## src/rtl/pit_pkg.sv

```systemverilog
package pit_pkg;
  localparam int ADDR_W = 14;
  localparam logic [ADDR_W-1:0] A_SCALE  = 14'h3FFB;
  localparam logic [ADDR_W-1:0] A_COUNT  = 14'h3FFC;
  localparam logic [ADDR_W-1:0] A_PERIOD = 14'h3FFD;

  typedef enum logic [1:0] {
    SEL_NONE,
    SEL_SCALE,
    SEL_COUNT,
    SEL_PERIOD
  } reg_sel_e;
endpackage

```

## src/rtl/pit_regs.sv

```systemverilog
module pit_regs
  import pit_pkg::*;
#(
  parameter int DW = 16,
  parameter int CW = 16,
  parameter int SW = 8
) (
  input  logic              clk,
  input  logic              rst,
  input  logic              wr_en,
  input  logic [ADDR_W-1:0] addr,
  input  logic [DW-1:0]     wdata,
  input  logic [CW-1:0]     count_q,
  output logic [CW-1:0]     period_q,
  output logic [SW-1:0]     scale_q,
  output logic              cnt_wr,
  output logic [CW-1:0]     cnt_wdata,
  output logic              scale_wr,
  output logic [SW-1:0]     scale_wdata,
  output logic [DW-1:0]     rdata
);
  reg_sel_e sel;

  always_comb begin
    case (addr)
      A_SCALE:  sel = SEL_SCALE;
      A_COUNT:  sel = SEL_COUNT;
      A_PERIOD: sel = SEL_PERIOD;
      default:  sel = SEL_NONE;
    endcase
  end

  assign cnt_wr      = wr_en && (sel == SEL_COUNT);
  assign scale_wr    = wr_en && (sel == SEL_SCALE);
  assign cnt_wdata   = wdata[CW-1:0];
  assign scale_wdata = wdata[SW-1:0];

  always_ff @(posedge clk) begin
    if (rst) begin
      period_q <= '0;
      scale_q  <= '0;
    end else begin
      if (wr_en && sel == SEL_PERIOD) period_q <= wdata[CW-1:0];
      if (scale_wr) scale_q <= scale_wdata;
    end
  end

  always_comb begin
    case (sel)
      SEL_SCALE:  rdata = DW'(scale_q);
      SEL_COUNT:  rdata = DW'(count_q);
      SEL_PERIOD: rdata = DW'(period_q);
      default:    rdata = '0;
    endcase
  end

  AST_PERIOD_STORE: assert property (@(posedge clk) disable iff (rst)
    (wr_en && addr == A_PERIOD) |=> (period_q == $past(wdata[CW-1:0])));
  AST_SCALE_LOW_ONLY: assert property (@(posedge clk) disable iff (rst)
    (wr_en && addr == A_SCALE) |=> (scale_q == $past(wdata[SW-1:0])));
endmodule

```

## src/rtl/pit_prescale.sv

```systemverilog
module pit_prescale #(
  parameter int SW = 8
) (
  input  logic          clk,
  input  logic          rst,
  input  logic          en,
  input  logic [SW-1:0] scale,
  input  logic          scale_wr,
  input  logic [SW-1:0] scale_nxt,
  output logic          tick
);
  logic [SW-1:0] phase;
  logic [SW-1:0] phase_cur;
  logic          en_q;

  assign phase_cur = (en && !en_q) ? scale : phase;
  assign tick      = en && (phase_cur == '0);

  always_ff @(posedge clk) begin
    if (rst) begin
      phase <= '0;
      en_q  <= 1'b0;
    end else begin
      en_q <= en;
      if (scale_wr)  phase <= scale_nxt;
      else if (tick) phase <= scale;
      else if (en)   phase <= phase_cur - 1'b1;
    end
  end

  AST_PHASE_HOLD: assert property (@(posedge clk) disable iff (rst)
    (!en && !scale_wr) |=> $stable(phase));
  AST_TICK_SPACING: assert property (@(posedge clk) disable iff (rst)
    (tick && scale != '0 && !scale_wr) |=> !tick);
endmodule

```

## src/rtl/pit_count.sv

```systemverilog
module pit_count #(
  parameter int CW = 16
) (
  input  logic          clk,
  input  logic          rst,
  input  logic          tick,
  input  logic          cnt_wr,
  input  logic [CW-1:0] cnt_wdata,
  input  logic [CW-1:0] period,
  output logic [CW-1:0] count,
  output logic          irq
);
  logic at_zero;
  assign at_zero = (count == '0);

  always_ff @(posedge clk) begin
    if (rst) begin
      count <= '0;
      irq   <= 1'b0;
    end else begin
      irq <= 1'b0;
      if (cnt_wr) begin
        count <= cnt_wdata;
      end else if (tick) begin
        if (at_zero) begin
          count <= period;
          irq   <= 1'b1;
        end else begin
          count <= count - 1'b1;
        end
      end
    end
  end

  AST_COUNT_HOLD: assert property (@(posedge clk) disable iff (rst)
    (!tick && !cnt_wr) |=> ($stable(count) && !irq));
  AST_COUNT_STEP: assert property (@(posedge clk) disable iff (rst)
    (tick && !cnt_wr && count != '0) |=> (count == $past(count) - 1'b1));
  AST_ZERO_RELOAD: assert property (@(posedge clk) disable iff (rst)
    (tick && !cnt_wr && count == '0) |=> (irq && count == $past(period)));
  AST_COUNT_WRITE: assert property (@(posedge clk) disable iff (rst)
    cnt_wr |=> (count == $past(cnt_wdata) && !irq));
endmodule

```

## src/rtl/pit_timer.sv

```systemverilog
module pit_timer
  import pit_pkg::*;
#(
  parameter int DW = 16,
  parameter int CW = 16,
  parameter int SW = 8
) (
  input  logic              clk,
  input  logic              rst,
  input  logic              tmr_en,
  input  logic              bus_we,
  input  logic [ADDR_W-1:0] bus_addr,
  input  logic [DW-1:0]     bus_wdata,
  output logic [DW-1:0]     bus_rdata,
  output logic              irq_pulse
);
  logic [CW-1:0] count_q;
  logic [CW-1:0] period_q;
  logic [SW-1:0] scale_q;
  logic          cnt_wr;
  logic [CW-1:0] cnt_wdata;
  logic          scale_wr;
  logic [SW-1:0] scale_wdata;
  logic          tick;

  pit_regs #(.DW(DW), .CW(CW), .SW(SW)) u_regs (
    .clk(clk), .rst(rst), .wr_en(bus_we), .addr(bus_addr), .wdata(bus_wdata),
    .count_q(count_q), .period_q(period_q), .scale_q(scale_q),
    .cnt_wr(cnt_wr), .cnt_wdata(cnt_wdata), .scale_wr(scale_wr),
    .scale_wdata(scale_wdata), .rdata(bus_rdata)
  );

  pit_prescale #(.SW(SW)) u_pre (
    .clk(clk), .rst(rst), .en(tmr_en), .scale(scale_q),
    .scale_wr(scale_wr), .scale_nxt(scale_wdata), .tick(tick)
  );

  pit_count #(.CW(CW)) u_cnt (
    .clk(clk), .rst(rst), .tick(tick), .cnt_wr(cnt_wr), .cnt_wdata(cnt_wdata),
    .period(period_q), .count(count_q), .irq(irq_pulse)
  );

  AST_RESET_QUIET: assert property (@(posedge clk)
    rst |=> (!irq_pulse && count_q == '0));
  AST_IRQ_NEEDS_EN: assert property (@(posedge clk) disable iff (rst)
    irq_pulse |-> $past(tmr_en));
endmodule

```

## config.mk

```make
export PLATFORM = sky130hd
export DESIGN_NAME = pit_timer
export DESIGN_NICKNAME = d
export VERILOG_FILES = /design/src/rtl/pit_pkg.sv /design/src/rtl/pit_regs.sv /design/src/rtl/pit_prescale.sv /design/src/rtl/pit_count.sv /design/src/rtl/pit_timer.sv
export SDC_FILE = /design/constraint.sdc
export NUM_CORES = 1
export LEC_CHECK = 0
export BUFFER_PORTS_ARGS = -buffer_cell sky130_fd_sc_hd__buf_2
export CELL_PAD_IN_SITES_DETAIL_PLACEMENT = 0
export CELL_PAD_IN_SITES_GLOBAL_PLACEMENT = 1
export CORE_ASPECT_RATIO = 1.25
export CORE_MARGIN = 4
export CORE_UTILIZATION = 40
export CTS_BUF_LIST = sky130_fd_sc_hd__clkbuf_4
export DETAILED_ROUTE_END_ITERATION = 8
export PLACE_DENSITY = 0.86
export REMOVE_ABC_BUFFERS = 1
export SLEW_MARGIN = 0
export SYNTH_ARGS = -nofsm -noshare
export SYNTH_HDL_FRONTEND = slang
export SYNTH_SLANG_ARGS = --single-unit
```

## constraint.sdc

```tcl
create_clock -name clk -period 4.4 [get_ports clk]
set_input_delay 0.66 -clock clk [delete_from_list [all_inputs] [get_ports clk]]
set_output_delay 0.66 -clock clk [all_outputs]
set_load 0.01 [all_outputs]
```

==> Yosys cells after proc, flatten, opt, wreduce, memory -nomap -nowiden <==
Index checks and enable logic that the tools add are counted.
{ "totals": {"word_cells": 36, "register_bits": 50, "out_inout_bits": 17} }
{ "classes": {"eq_ne": 6, "reduce_logical": 11, "add_sub_neg": 2, "muxes": 10, "bitwise": 1} }
{ "op_table": {"columns": ["cell", "n"], "rows": [
  ["2-to-1 mux 16 bit", 3],
  ["one-hot mux 16 bit (3 select lines)", 1],
  ["== test 14 bit (second input constant)", 3],
  ["2-to-1 mux 8 bit", 4],
  ["logical NOT 16 bit", 1],
  ["subtractor 16 x 1 -> 16 bit (second input constant)", 1],
  ["logical NOT 8 bit", 1],
  ["subtractor 8 x 1 -> 8 bit (second input constant)", 1],
  ["one-hot mux 2 bit (3 select lines)", 1],
  ["logical AND 1 bit", 5],
  ["== test 2 bit (second input constant)", 2],
  ["nonzero test 3 bit", 1],
  ["OR reduction 3 bit", 1],
  ["== test 2 x 1 -> 1 bit (second input constant)", 1],
  ["nonzero test 2 bit", 1],
  ["logical NOT 1 bit", 1],
  ["2-to-1 mux 1 bit", 1],
  ["inverter 1 bit", 1]
]} }

==> Longest topological paths before layout <==
{ "logic_depth": {"ltp_word": 7, "ltp_mapped": 12, "mapped_depth_nobuf": 10} }

==> Modules after synthesis <==
A second synthesis with hierarchy kept.
{ "hier_totals": {"hier_cells": 455, "hier_area_um2": 3792.4} }
{ "by_module_without_submodules": {"columns": ["mod", "seq_area_each_um2", "instances", "cells_per_inst", "area_per_inst_um2"], "rows": [
  ["pit_regs", 480.5, 1, 178, 1645.3],
  ["pit_count", 340.3, 1, 167, 1295.0],
  ["pit_prescale", 180.2, 1, 110, 852.1]
]} }

==> Worst setup path before layout <==
Ideal clock, no wire load.
{ "synth_path": {"path_type": "in2reg", "from": "input tmr_en", "to": "register u_pre.phase[3]", "cell_stages": 11, "t_required_ns": 4.312, "n_path_buf": 2, "arrival_ns": 2.623, "slack_ns": 1.689, "setup_time_ns": 0.088, "path_cell_list": "nand2b_1 buf_6 mux2_4 inv_1 ha_1 and4_1 and4_1 buf_2 nor4b_1 or4_1 a311oi_2"} }
{ "synth_via": {"elab_chain_cells": 6, "word_cells_on_any_way": 9, "classes_between": "add/sub (1); mux (4); reduce/logical (4)"} }
{ "synth_lines": {"columns": ["item", "line_no", "rtl"], "rows": [
  ["from (decl)", "pit_timer.sv:10", "input logic tmr_en,"],
  ["logical AND 1 bit", "pit_prescale.sv:16", "assign phase_cur = (en && !en_q) ? scale : phase;"],
  ["2-to-1 mux 8 bit", "pit_prescale.sv:16", null],
  ["subtractor 8 x 1 -> 8 bit / logical NOT 8 bit (equally long branches)", "pit_prescale.sv:27, pit_prescale.sv:17", null],
  ["2-to-1 mux 8 bit / logical AND 1 bit (equally long branches)", "pit_prescale.sv:27, pit_prescale.sv:17", null],
  ["2-to-1 mux 8 bit", "pit_prescale.sv:26", "else if (tick) phase <= scale;"],
  ["2-to-1 mux 8 bit", "pit_prescale.sv:25", "if (scale_wr) phase <= scale_nxt;"],
  ["to (signal assigned)", "pit_prescale.sv:25", null],
  ["to (signal assigned)", "pit_prescale.sv:26", null],
  ["to (signal assigned)", "pit_prescale.sv:27", "else if (en) phase <= phase_cur - 1'b1;"],
  ["to (decl)", "pit_prescale.sv:12", "logic [SW-1:0] phase;"]
]} }
Several ways; a longest one is shown, not always the timed one. The select of a mux whose other input is x is not followed.
A chain may end at the register's enable or synchronous reset.

==> Worst setup path in the final report <==
{ "layout_path": {"from": "register u_pre.en_q", "to": "register u_pre.phase[7]"} }
{ "layout_via": {"elab_chain_cells": 7, "word_cells_on_any_way": 10, "classes_between": "add/sub (1); mux (4); reduce/logical (5)"} }
{ "layout_lines": {"columns": ["item", "line_no", "rtl"], "rows": [
  ["from (decl)", "pit_prescale.sv:14", "logic en_q;"],
  ["from (signal assigned)", "pit_prescale.sv:24", "en_q <= en;"],
  ["logical NOT 1 bit (*)", "pit_prescale.sv:16", null],
  ["logical AND 1 bit (*)", "pit_prescale.sv:16", null],
  ["2-to-1 mux 8 bit (*)", "pit_prescale.sv:16", null],
  ["subtractor 8 x 1 -> 8 bit / logical NOT 8 bit (equally long branches)", "pit_prescale.sv:27, pit_prescale.sv:17", null],
  ["2-to-1 mux 8 bit / logical AND 1 bit (equally long branches)", "pit_prescale.sv:27, pit_prescale.sv:17", null],
  ["2-to-1 mux 8 bit", "pit_prescale.sv:26", null],
  ["2-to-1 mux 8 bit", "pit_prescale.sv:25", null]
]} }
Every way passes the cells marked *; elsewhere a longest branch is shown, timed or not. The select of a mux whose other input is x is not followed.

==> key figures <==
Outcome
  • Outcome: finished clean

Routing
  • Via-per-instance ratio: 5.90
  • Post-detailed-route wirelength per cell: 16.8 um
  • Starting DRC count in detailed routing: 254
  • Drt total wl: 9290 um
  • DR vias: 3268
  • DRT antenna net count: 0
  • Drt first pass iters: 6
  • Detailed-route DRC error count: 0

Final layout
  • Area grow syn2layout: 11.3%
  • Nets@finish: 499
  • Fraction of layout cells with a size suffix above 1: 16.0%
  • Antenna Cells: 0
  • Final instance area: 3500 um2
  • Layout fillers: 813
  • Finished Core Util: 46.4%

Yosys
  • Top_reg_cell synth: dfxtp_1
  • Seq/Total Area, Yosys: 31.9%
  • Commonest cells in the netlist: nand2_1 (79), dfxtp_1 (50), a21oi_1 (46), nor2_1 (35)
  • Avg Inst Size Synth: 7.38 um2
  • Post-synth EDFFs: 0
  • Cell Area, Synth: 3140 um2
  • Seq cells post-synth: 50
  • Yosys top cell area share: 31.9%
  • Most frequent cell after synthesis: nand2_1
  • Top cells by area, synth: dfxtp_1 (32%), nand2_1 (9.4%), a21oi_1 (7.3%)
  • Synth area leader: dfxtp_1
  • Number of synthesis warnings: 0
  • Cell count after synthesis: 426
  • Yosys cell types: 58
  • Asr flop ratio synth: 0%

Timing
  • Clk_skew: 0.0171 ns
  • Period utilization: 77.5%
  • Rel. slew slack: 24.0%
  • Setup_tns: 0 ns
  • RSZ-0062 raised after global routing: no
  • Fmax: 293 MHz
  • Final hold viol count: 0
  • Post-layout minimum cycle time: 3.41 ns
  • Setup Viol. Count Final: 0
  • Worst-Margin Slew: 1.13 ns
  • Final slew viol count: 0

Worst setup path
  • RR Startpoint: u_pre.en_q
  • Required @ worst endpoint: 4.68 ns
  • Critical setup path kind: reg2reg
  • WP data arrival: 3.69 ns
  • Crit path launch: u_pre.en_q
  • Critical Path Start Type: flop
  • CP endpoint kind: flop
  • Reg2Reg Setup Slack: 0.99 ns
  • Max FO, Critical Path: 32
  • R2R depth: 10
  • End of the worst register-to-register path: u_pre.phase[7]

Place
  • Placer Congestion: 0.855
  • DP Area: 3440 um2
  • Post-DP HPWL: 6540 um
  • IO Port Bufs: 50

Floorplanning
  • Row cnt: 35
  • DIE AREA: 9350 um2
  • IO Pins: 51
  • Initial Util: 41.7%
  • Die H: 107 um
  • DIE WIDTH: 87.3 um
  • Core area: 7530 um2

Worst hold path
  • Min-delay worst type: reg2reg
  • Hold Crit Depth: 2
  • Hold_sp: u_regs.period_q[11]
  • Hold EP: u_regs.period_q[11]

CTS
  • Post-cts sizing count: 0
  • Total CTS buffers: 5
  • Clk_lat worst skew: 0.37 ns
  • H-tree Lvls: 2
  • Worst-case clock buffer depth: 2
  • Clock-pin transition on the worst setup and hold timing paths: 0.15 ns
  • TritonCTS clock tree: built
  • Clock Sinks: 50
  • CTS Hold Buffers Added: 0
  • Root buf cell: clkbuf_4
  • Setup repair bufs after CTS: 0

Power and ir drop
  • Largest vdd supply drop: 0.388 mV
  • Pwr dens: 525 nW/um2
  • LEAKAGE: 0.00140 uW

GRT
  • Grt total ovfl: 0
  • Total track usage: 19.8%
  • Vias in the first global route: 3040
  • Antenna violations before repair: 0
  • Largest net degree at the start of global routing: 33
  • First-pass GRT wire length: 15000 um

Job
  • Max-Cap Viols: 0
worst max-delay path by stage:
stage / endpoint / slack, ns / cells after the start
after floorplan: u_pre.phase[7] / 0.94 / 9
after global placement: u_pre.phase[3] / 1.10 / 11
after detailed placement: u_pre.phase[3] / 1.01 / 11
after CTS: u_pre.phase[3] / 1.01 / 10
after global routing: u_pre.phase[3] / 0.78 / 10
final: u_pre.phase[7] / 0.99 / 10
cell usage in the layout (no fill, tap or decap), types with 3 or more instances in the layout:
cell,netlist,final
a2bb2oi_1,4,4
o211ai_1,5,5
o22ai_1,3,3
nand3_1,8,8
and3_1,3,3
a311oi_1,4,4
dfxtp_1,50,50
o221ai_1,5,5
nand4_1,5,5
a31oi_1,5,5
nand3b_1,3,3
mux2i_1,5,5
a22o_1,10,10
inv_1,20,20
nor2_1,35,35
and4_1,4,4
buf_2,6,50
o22a_1,3,3
nor2b_1,3,3
nor3_1,12,12
or4_1,3,3
buf_4,0,7
ha_1,4,4
clkbuf_4,0,6
a211oi_1,4,4
nand2_1,79,79
a222oi_1,8,8
nand2b_1,8,8
a21oi_1,46,46
o21ai_0,20,20
cell type report:
cell class	count	area [um2]	share of cell area, %
multi-input combinational	327	1950	55.7
sequential	50	1000	28.6
timing repair buffer	57	303	8.66
tap	92	115	3.29
inverter	20	75.1	2.15
clock buffer	6	45.0	1.29
clock inverter	2	8.76	0.251
sequential cells by signal (all words and copies together), names as in the netlist:
name	count
u_regs.scale_q	8
u_pre.phase	8
u_cnt.irq	1
u_regs.period_q	16
u_cnt.count	16
u_pre.en_q	1
stage by stage:
stage | power, uW | hold slack, ns | worst slack [ns] | cells
2_1_floorplan | 1390 | 0.435 | 0.942 | 397
3_3_place_gp | 1590 | 0.458 | 1.10 | 546
3_5_place_dp | 1620 | 0.468 | 1.01 | 546
4_1_cts | 1830 | 0.487 | 1.01 | 554
5_1_grt | 2000 | 0.498 | 0.783 | 554
6_report | 1840 | 0.484 | 0.989 | 554
worst max-delay path, stage by stage, from the launching register on:
cell and delay, ns:
dfxtp_1 0.79, nand2b_1 0.55, mux2_4 0.37, inv_1 0.08, ha_1 0.14, and4_1 0.18, nand4_1 0.11, buf_4 0.26
a2111o_1 0.44, o21a_1 0.12, a311oi_1 0.27
logic make-up after synthesis:
kind of cell             Yosys count  synth area share, %
AND/OR/NAND/NOR                  177                 26.7
AO/OA/AOI/OAI                    133                 28.7
XOR/XNOR                           2                0.558
multiplexers                      11                 4.22
adder cells (fa/ha/maj)            4                 1.59
buffers and inverters             49                 6.33
flip-flops                        50                 31.9
report_power, final:
part | leakage [uW] | internal (uW) | total (uW) | switching (uW)
clock | 0.0000331 | 66.6 | 213 | 147
combinational | 0.000962 | 411 | 1000 | 590
sequential | 0.000407 | 526 | 622 | 96.6
total | 0.00140 | 1000 | 1840 | 833
routing by layer:
metal | wire (um) | GRT usage [%]
met1 | 3910 | 25.2
met2 | 4730 | 34.5
met3 | 495 | 2.92
met4 | 153 | 4.93
met5 | 0 | 0
Note: power is estimated with default switching activity, not from simulation.
